**src/rtl/tlb_pkg.sv**
```systemverilog
package tlb_pkg;

   typedef enum logic [1:0] {
      MODE_KERN = 2'd0,
      MODE_SUPV = 2'd1,
      MODE_USER = 2'd2
   } mode_e;

   // Lower code is more privileged; a page admits its own mode and any more privileged one.
   function automatic logic mode_reaches(input logic [1:0] cur, input logic [1:0] page_mode);
      return cur <= page_mode;
   endfunction

   // Feedback tap masks for maximal shift registers, shift-left form, MSB leaves.
   function automatic logic [5:0] tap_mask(input int w);
      case (w)
         2:       return 6'b000011;
         3:       return 6'b000110;
         4:       return 6'b001100;
         5:       return 6'b010100;
         default: return 6'b110000;
      endcase
   endfunction

endpackage

```
**src/rtl/tlb_victim_gen.sv**
```systemverilog
module tlb_victim_gen #(
   parameter int W = 4
) (
   input  logic         clk,
   input  logic         rst_n,
   output logic [W-1:0] idx
);
   localparam logic [5:0] MASK6 = tlb_pkg::tap_mask(W);
   localparam logic [W-1:0] TAPS = MASK6[W-1:0];

   generate
      if (W < 2 || W > 6) begin : g_bad_w
         $error("tlb_victim_gen: W must lie in 2..6");
      end
   endgenerate

   logic [W-1:0] state_q;
   logic         fb;

   // Zero-insertion term stretches the 2^W-1 cycle to the full 2^W.
   always_comb begin
      fb = (^(state_q & TAPS)) ^ (state_q[W-2:0] == '0);
   end

   always_ff @(posedge clk or negedge rst_n) begin
      if (!rst_n) state_q <= '1;
      else        state_q <= {state_q[W-2:0], fb};
   end

   assign idx = state_q;

   property p_step;
      @(posedge clk) disable iff (!rst_n) $past(rst_n) |-> (state_q != $past(state_q));
   endproperty
   assert_idx_moves_R9: assert property (p_step);

endmodule

```
**src/rtl/tlb_slot_store.sv**
```systemverilog
module tlb_slot_store #(
   parameter int ENTRIES = 16,
   parameter int VPN_W   = 20,
   parameter int PFN_W   = 20,
   parameter int ASID_W  = 8,
   localparam int IDX_W  = $clog2(ENTRIES)
) (
   input  logic                            clk,
   input  logic                            rst_n,
   input  logic                            we,
   input  logic [IDX_W-1:0]                widx,
   input  logic [VPN_W-1:0]                wvpn,
   input  logic [ASID_W-1:0]               wasid,
   input  logic [PFN_W-1:0]                wpfn,
   input  logic                            wvalid,
   input  logic [1:0]                      wmode,
   input  logic                            wwritable,
   output logic [ENTRIES-1:0]              s_valid,
   output logic [ENTRIES-1:0][VPN_W-1:0]   s_vpn,
   output logic [ENTRIES-1:0][ASID_W-1:0]  s_asid,
   output logic [ENTRIES-1:0][PFN_W-1:0]   s_pfn,
   output logic [ENTRIES-1:0][1:0]         s_mode,
   output logic [ENTRIES-1:0]              s_writable
);
   generate
      for (genvar i = 0; i < ENTRIES; i++) begin : g_slot
         always_ff @(posedge clk or negedge rst_n) begin
            if (!rst_n) begin
               s_valid[i]    <= 1'b0;
               s_vpn[i]      <= '0;
               s_asid[i]     <= '0;
               s_pfn[i]      <= '0;
               s_mode[i]     <= 2'd0;
               s_writable[i] <= 1'b0;
            end else if (we && widx == IDX_W'(i)) begin
               s_valid[i]    <= wvalid;
               s_vpn[i]      <= wvpn;
               s_asid[i]     <= wasid;
               s_pfn[i]      <= wpfn;
               s_mode[i]     <= wmode;
               s_writable[i] <= wwritable;
            end
         end
      end
   endgenerate

   property p_untouched;
      @(posedge clk) disable iff (!rst_n) !we |=> $stable(s_valid);
   endproperty
   assert_quiet_slots_R7: assert property (p_untouched);

endmodule

```
**src/rtl/tlb_lookup.sv**
```systemverilog
module tlb_lookup #(
   parameter int ENTRIES = 16,
   parameter int VPN_W   = 20,
   parameter int PFN_W   = 20,
   parameter int ASID_W  = 8
) (
   input  logic                            clk,
   input  logic                            rst_n,
   input  logic                            lk_valid,
   input  logic                            lk_store,
   input  logic [VPN_W-1:0]                lk_vpn,
   input  logic [ASID_W-1:0]               asid,
   input  logic [1:0]                      mode,
   input  logic [ENTRIES-1:0]              s_valid,
   input  logic [ENTRIES-1:0][VPN_W-1:0]   s_vpn,
   input  logic [ENTRIES-1:0][ASID_W-1:0]  s_asid,
   input  logic [ENTRIES-1:0][PFN_W-1:0]   s_pfn,
   input  logic [ENTRIES-1:0][1:0]         s_mode,
   input  logic [ENTRIES-1:0]              s_writable,
   output logic                            hit,
   output logic                            miss,
   output logic                            fault,
   output logic [PFN_W-1:0]                pfn
);
   logic [ENTRIES-1:0] tag_eq;

   generate
      for (genvar i = 0; i < ENTRIES; i++) begin : g_cmp
         assign tag_eq[i] = s_valid[i] && (s_vpn[i] == lk_vpn) && (s_asid[i] == asid);
      end
   endgenerate

   logic             any_eq;
   logic [PFN_W-1:0] sel_pfn;
   logic [1:0]       sel_mode;
   logic             sel_wr;

   // Lowest-numbered matching slot wins if software left duplicates.
   always_comb begin
      any_eq   = 1'b0;
      sel_pfn  = '0;
      sel_mode = 2'd0;
      sel_wr   = 1'b0;
      for (int i = ENTRIES - 1; i >= 0; i--) begin
         if (tag_eq[i]) begin
            any_eq   = 1'b1;
            sel_pfn  = s_pfn[i];
            sel_mode = s_mode[i];
            sel_wr   = s_writable[i];
         end
      end
   end

   logic allowed;
   always_comb begin
      allowed = tlb_pkg::mode_reaches(mode, sel_mode) && (!lk_store || sel_wr);
      hit     = lk_valid &&  any_eq &&  allowed;
      fault   = lk_valid &&  any_eq && !allowed;
      miss    = lk_valid && !any_eq;
      pfn     = hit ? sel_pfn : '0;
   end

   property p_excl;
      @(posedge clk) disable iff (!rst_n) $onehot0({hit, miss, fault});
   endproperty
   assert_one_outcome_R6: assert property (p_excl);

   property p_idle;
      @(posedge clk) disable iff (!rst_n) !lk_valid |-> !(hit || miss || fault);
   endproperty
   assert_idle_quiet_R6: assert property (p_idle);

   property p_no_dead_hit;
      @(posedge clk) disable iff (!rst_n) (s_valid == '0) |-> !hit;
   endproperty
   assert_empty_no_hit_R3: assert property (p_no_dead_hit);

endmodule

```
**src/rtl/asid_tlb.sv**
```systemverilog
module asid_tlb #(
   parameter int ENTRIES   = 16,
   parameter int VA_W      = 32,
   parameter int PA_W      = 32,
   parameter int PAGE_BITS = 12,
   parameter int ASID_W    = 8,
   localparam int IDX_W    = $clog2(ENTRIES),
   localparam int VPN_W    = VA_W - PAGE_BITS,
   localparam int PFN_W    = PA_W - PAGE_BITS
) (
   input  logic              clk,
   input  logic              rst_n,
   input  logic [1:0]        cur_mode,
   input  logic              lk_valid,
   input  logic              lk_store,
   input  logic [VA_W-1:0]   lk_vaddr,
   output logic              lk_hit,
   output logic              lk_miss,
   output logic              lk_fault,
   output logic [PA_W-1:0]   lk_paddr,
   input  logic              asid_we,
   input  logic [ASID_W-1:0] asid_wdata,
   output logic [ASID_W-1:0] cur_asid,
   input  logic              wr_en,
   input  logic              wr_random,
   input  logic [IDX_W-1:0]  wr_index,
   input  logic [VPN_W-1:0]  wr_vpn,
   input  logic [ASID_W-1:0] wr_asid,
   input  logic [PFN_W-1:0]  wr_pfn,
   input  logic              wr_valid,
   input  logic [1:0]        wr_mode,
   input  logic              wr_writable,
   output logic [IDX_W-1:0]  rand_idx,
   output logic              priv_fault
);
   import tlb_pkg::*;

   generate
      if ((1 << IDX_W) != ENTRIES || IDX_W < 2 || IDX_W > 6) begin : g_bad_entries
         $error("asid_tlb: ENTRIES must be a power of two from 4 to 64");
      end
      if (VA_W <= PAGE_BITS || PA_W <= PAGE_BITS) begin : g_bad_width
         $error("asid_tlb: address widths must exceed the page offset");
      end
   endgenerate

   logic is_kern;
   assign is_kern    = (cur_mode == MODE_KERN);
   assign priv_fault = (wr_en || asid_we) && !is_kern;

   // Current address space.
   logic [ASID_W-1:0] asid_q;
   always_ff @(posedge clk or negedge rst_n) begin
      if (!rst_n)                 asid_q <= '0;
      else if (asid_we && is_kern) asid_q <= asid_wdata;
   end
   assign cur_asid = asid_q;

   // Victim index.
   logic [IDX_W-1:0] victim;
   tlb_victim_gen #(.W(IDX_W)) u_victim (
      .clk   (clk),
      .rst_n (rst_n),
      .idx   (victim)
   );
   assign rand_idx = victim;

   // Slot storage.
   logic                           st_we;
   logic [IDX_W-1:0]               st_idx;
   logic [ENTRIES-1:0]             s_valid;
   logic [ENTRIES-1:0][VPN_W-1:0]  s_vpn;
   logic [ENTRIES-1:0][ASID_W-1:0] s_asid;
   logic [ENTRIES-1:0][PFN_W-1:0]  s_pfn;
   logic [ENTRIES-1:0][1:0]        s_mode;
   logic [ENTRIES-1:0]             s_writable;

   assign st_we  = wr_en && is_kern;
   assign st_idx = wr_random ? victim : wr_index;

   tlb_slot_store #(
      .ENTRIES (ENTRIES),
      .VPN_W   (VPN_W),
      .PFN_W   (PFN_W),
      .ASID_W  (ASID_W)
   ) u_store (
      .clk        (clk),
      .rst_n      (rst_n),
      .we         (st_we),
      .widx       (st_idx),
      .wvpn       (wr_vpn),
      .wasid      (wr_asid),
      .wpfn       (wr_pfn),
      .wvalid     (wr_valid),
      .wmode      (wr_mode),
      .wwritable  (wr_writable),
      .s_valid    (s_valid),
      .s_vpn      (s_vpn),
      .s_asid     (s_asid),
      .s_pfn      (s_pfn),
      .s_mode     (s_mode),
      .s_writable (s_writable)
   );

   // Parallel compare and permission check.
   logic [PFN_W-1:0] hit_pfn;
   tlb_lookup #(
      .ENTRIES (ENTRIES),
      .VPN_W   (VPN_W),
      .PFN_W   (PFN_W),
      .ASID_W  (ASID_W)
   ) u_lookup (
      .clk        (clk),
      .rst_n      (rst_n),
      .lk_valid   (lk_valid),
      .lk_store   (lk_store),
      .lk_vpn     (lk_vaddr[VA_W-1:PAGE_BITS]),
      .asid       (asid_q),
      .mode       (cur_mode),
      .s_valid    (s_valid),
      .s_vpn      (s_vpn),
      .s_asid     (s_asid),
      .s_pfn      (s_pfn),
      .s_mode     (s_mode),
      .s_writable (s_writable),
      .hit        (lk_hit),
      .miss       (lk_miss),
      .fault      (lk_fault),
      .pfn        (hit_pfn)
   );

   assign lk_paddr = lk_hit ? {hit_pfn, lk_vaddr[PAGE_BITS-1:0]} : '0;

   property p_asid_guard;
      @(posedge clk) disable iff (!rst_n) (asid_we && cur_mode != MODE_KERN) |=> $stable(cur_asid);
   endproperty
   assert_asid_guard_R10: assert property (p_asid_guard);

   property p_slot_guard;
      @(posedge clk) disable iff (!rst_n) (wr_en && cur_mode != MODE_KERN) |=> $stable(s_valid);
   endproperty
   assert_slot_guard_R10: assert property (p_slot_guard);

   property p_asid_load;
      @(posedge clk) disable iff (!rst_n) (asid_we && cur_mode == MODE_KERN) |=> (cur_asid == $past(asid_wdata));
   endproperty
   assert_asid_load_R12: assert property (p_asid_load);

   property p_miss_addr;
      @(posedge clk) disable iff (!rst_n) !lk_hit |-> (lk_paddr == '0);
   endproperty
   assert_paddr_only_on_hit_R1: assert property (p_miss_addr);

endmodule

```
**config.mk**
```make
export PLATFORM = sky130hd
export DESIGN_NAME = asid_tlb
export DESIGN_NICKNAME = d
export VERILOG_FILES = /design/src/rtl/tlb_pkg.sv /design/src/rtl/tlb_victim_gen.sv /design/src/rtl/tlb_slot_store.sv /design/src/rtl/tlb_lookup.sv /design/src/rtl/asid_tlb.sv
export SDC_FILE = /design/constraint.sdc
export NUM_CORES = 2
export LEC_CHECK = 0
export BUFFER_PORTS_ARGS = -buffer_cell sky130_fd_sc_hd__clkbuf_2
export CORE_MARGIN = 2
export CORE_UTILIZATION = 60
export DETAILED_ROUTE_END_ITERATION = 10
export PLACE_DENSITY = 0.82
export SKIP_CTS_REPAIR_TIMING = 1
export SYNTH_ARGS = -nofsm -noshare
export SYNTH_HDL_FRONTEND = slang
export SYNTH_SLANG_ARGS = --single-unit
```
**constraint.sdc**
```tcl
create_clock -name clk -period 9.8 [get_ports clk]
set_clock_uncertainty 0.2 [all_clocks]
set_input_delay 1.47 -clock clk [delete_from_list [all_inputs] [get_ports clk]]
set_output_delay 1.47 -clock clk [all_outputs]
set_load 0.1 [all_outputs]
```
==> results.md <==
- Crit. End Element: output pin
- Layout Nets: 3414
- CTS H-tree lvls: 3
- Via count: approximately 29000
- Core area: a little under 70000 sq um
- Worst-path fanout max: 33
- First-pass detailed-route iteration total: 5
- Met2 Track Usage GR: 53.8%
- Layout cells sized above 1: a little under two fifths
- Met3 usage: approximately a tenth
- Power share of the clock group: a little under two fifths
- WP data required: roughly 8000 ps
- Final slew viol count: 0
- Reg power frac: between 40% and 50%
- DR WL/cell: 30.2 um
- Initial antenna violation count: 7
- WL final: 129000 um
- Pwr Density: 192 nW/um^2
- Synth area leaders: dfrtp_1 51%, mux2_2 22%, xnor2_1 6.9%, xor2_1 2.4%, clkbuf_1 1.5%
- First-pass GRT wire length: 191000 um
- Post-route ant nets: 0
- Final Setup Violations: 0
- Most frequent cell after synthesis: dfrtp_1
- WHS Endpoint: u_victim.idx[3]
- I/O Buffers: approximately 150
- Max Clk Rate: 113 MHz
- Die height: 267 um
- Hold Path Class: reg -> reg
- VDD IR max: around 0.00013 V
- Post-synth top area share: 50.8%
- Syn Nets: roughly 3400
- Ys async rst share: 100%
- Average size of a mapped cell: 12.7 sq um
- Area leader, netlist: dfrtp_1
- Global-route usage over all layers: 36.5%
- Cells after synthesis: 3251
- Leak: 21.5 nW
- CTS root buffer: clkbuf_16
- CTS sink count: around 840
- Die area: a little over 70000 sq um
- Die W: 267 um
- CTS Buf Count: 86
- Setup crit start kind: primary input
- Final cycle utilization of the critical path: ~90%
- RSZ-0062 raised after global routing: no
- Seq cells post-synth: ~840
- Skew-Pair Late Insertion Delay: 640 ps
- GPL Wtd Cong: ~0.95
- Minimum clock period: between 8000 and 9000 ps
- Max_slew headroom: 5.11%
- Critical Path AT: a little over 7000 ps
- Total power: between 8 and 9 mW
- Vias in the first global route: around 30000
- Post-synth EDFFs: 0
- Reg-to-reg endpoint: u_store.s_vpn[40]
- Grt total ovfl: 0
- Hold Path Cell Cnt: 0
- MaxCap Viol Count: 0
- Initial DRC count: 3046
- Hold WS: around 200 ps
- Kind of critical path: in -> out
- Net Sw Frac: about 27%
- Largest net degree at the start of global routing: 155
- FP Rows: 96
- Status: completed
- Via density: about 6.7
- Reg2reg path depth: 6
- Starting Density: 60.4%
- Area grow syn2layout: 10.8%
- DP Wirelength: approximately 79000 um
- Register area share after synthesis: 51.1%
- Ports: about 150
- Clock slew at reported path FFs: 60 ps
- Hold path startpoint: u_victim.idx[2]
- Setup TNS: 0 ps
- Number of warnings issued by yosys: 0
- List of most frequent post-synthesis cells: 840 x dfrtp_1, 817 x mux2_2, 325 x xnor2_1
- Met1 Track Usage GR: about half
- Clock Tree Buf Depth: 3
- R2R Setup Slk: between 6000 and 7000 ps
- Comb pwr share: roughly 14%
- Final hold violations: 0
- Total internal power: approximately 6.4 mW
- Switch Pwr: 2.40 mW
- Top Usage Layer GRT: met2
- Worst r2r src: u_victim.idx[3]
- Library cells used by synthesis: between 70 and 80
- Worst-margin pin slew: between 1000 and 1500 ps
- Post-route DRC violation count: 0
- Top_reg_cell synth: dfrtp_1
- CTS tree: done
- Mapped Area: 41400 sq um
## cell families after synthesis
logic type,count (synthesis),share of synthesized area [%]
flops,844,51.1
mux,842,22.8
simple gates,452,5.82
xor+xnor,439,9.29
compound gates,361,7.09
buf+inv,311,3.83
fa+ha+maj,2,0.0605
## worst max-delay path, stage by stage
cell,delay (ps)
clkbuf_2,480
xor2_1,320
nor4_1,720
nand4_1,430
nor2_4,200
o2bb2ai_1,140
mux2i_1,100
o31a_1,310
o311a_1,280
o211a_1,210
ha_1,290
nor2b_1,130
o21ai_0,220
nand3_1,110
nor3_1,190
nor4b_2,380
nor2_4,300
a2111oi_1,590
buf_12,260
## placed cells by master, fill, tap and decap left out, types with 24 or more instances in the layout
cell       Yosys  layout
xor2_1       114     114
dfrtp_1      840     839
xnor2_1      325     325
clkbuf_16      0      86
nor4_1        39      38
nand3_1       44      43
clkbuf_2       0     119
buf_12         0      26
nand2_1      130     121
mux2_2       817     817
inv_1         43      43
a21oi_1       24      24
buf_4         16      90
nand4_1       83      83
nor2_1        69      68
o21ai_0      117     117
mux2i_1       25      25
## stage by stage
stage / util, % / instances / setup WS [ps] / cell area, sq um
after floorplan: - / 3251 / -101 / 41400
after global placement: 62.8 / 4101 / 1110 / 43000
after detailed placement: 62.8 / 4101 / 1190 / 43000
after CTS: 66.9 / 4252 / 1180 / 45800
after global routing: 67.0 / 4255 / 741 / 45800
final: 67.0 / 4255 / 974 / 45800
## power groups by stage
stage               clock (mW)  sequential [mW]  combinational, mW
global route              3.49             4.24               1.32
CTS                       3.35             4.19               1.22
floorplan                    0             4.19              0.832
finish                    3.33             4.21               1.24
global placement             0             4.22               1.17
detailed placement           0             4.25               1.21
## sequential cells by signal (all words and copies together) (netlist names)
signal              cells
u_victim.idx            4
u_store.s_writable     16
u_store.s_vpn         320
u_store.s_pfn         320
u_store.s_valid        16
cur_asid                8
u_store.s_asid        128
u_store.s_mode         32
## routing by layer
metal  vias to the layer above  share of wire [%]  wire length (um)
li1                      11700                  -                 -
met1                     14900                 40             51200
met2                      1624                 44             56800
met3                       372                 11             14200
met4                         4                5.0              6370
met5                         -              0.018                23
## final cells by class
cell class / count / area [sq um]
diodes: 3 / 7.51
clock buffers: 119 / 2430
clock inverters: 32 / 409
fillers: 4687 / 22600
inverters: 43 / 161
multi-input cells: 2096 / 18800
flip-flops and latches: 844 / 21100
well taps: 882 / 1100
repair buffers: 236 / 1810
## worst max path at each step
stage,startpoint,end,slack (ps),depth (start not counted)
finish,lk_vaddr[30],lk_paddr[31],970,19
global route,lk_vaddr[27],lk_paddr[31],740,19
CTS,lk_vaddr[15],lk_paddr[31],1180,19
detailed placement,lk_vaddr[30],lk_paddr[31],1190,19
global placement,lk_vaddr[30],lk_paddr[31],1110,19
floorplan,lk_vaddr[31],lk_paddr[12],-100,19
(Power assumes the default switching activity.)
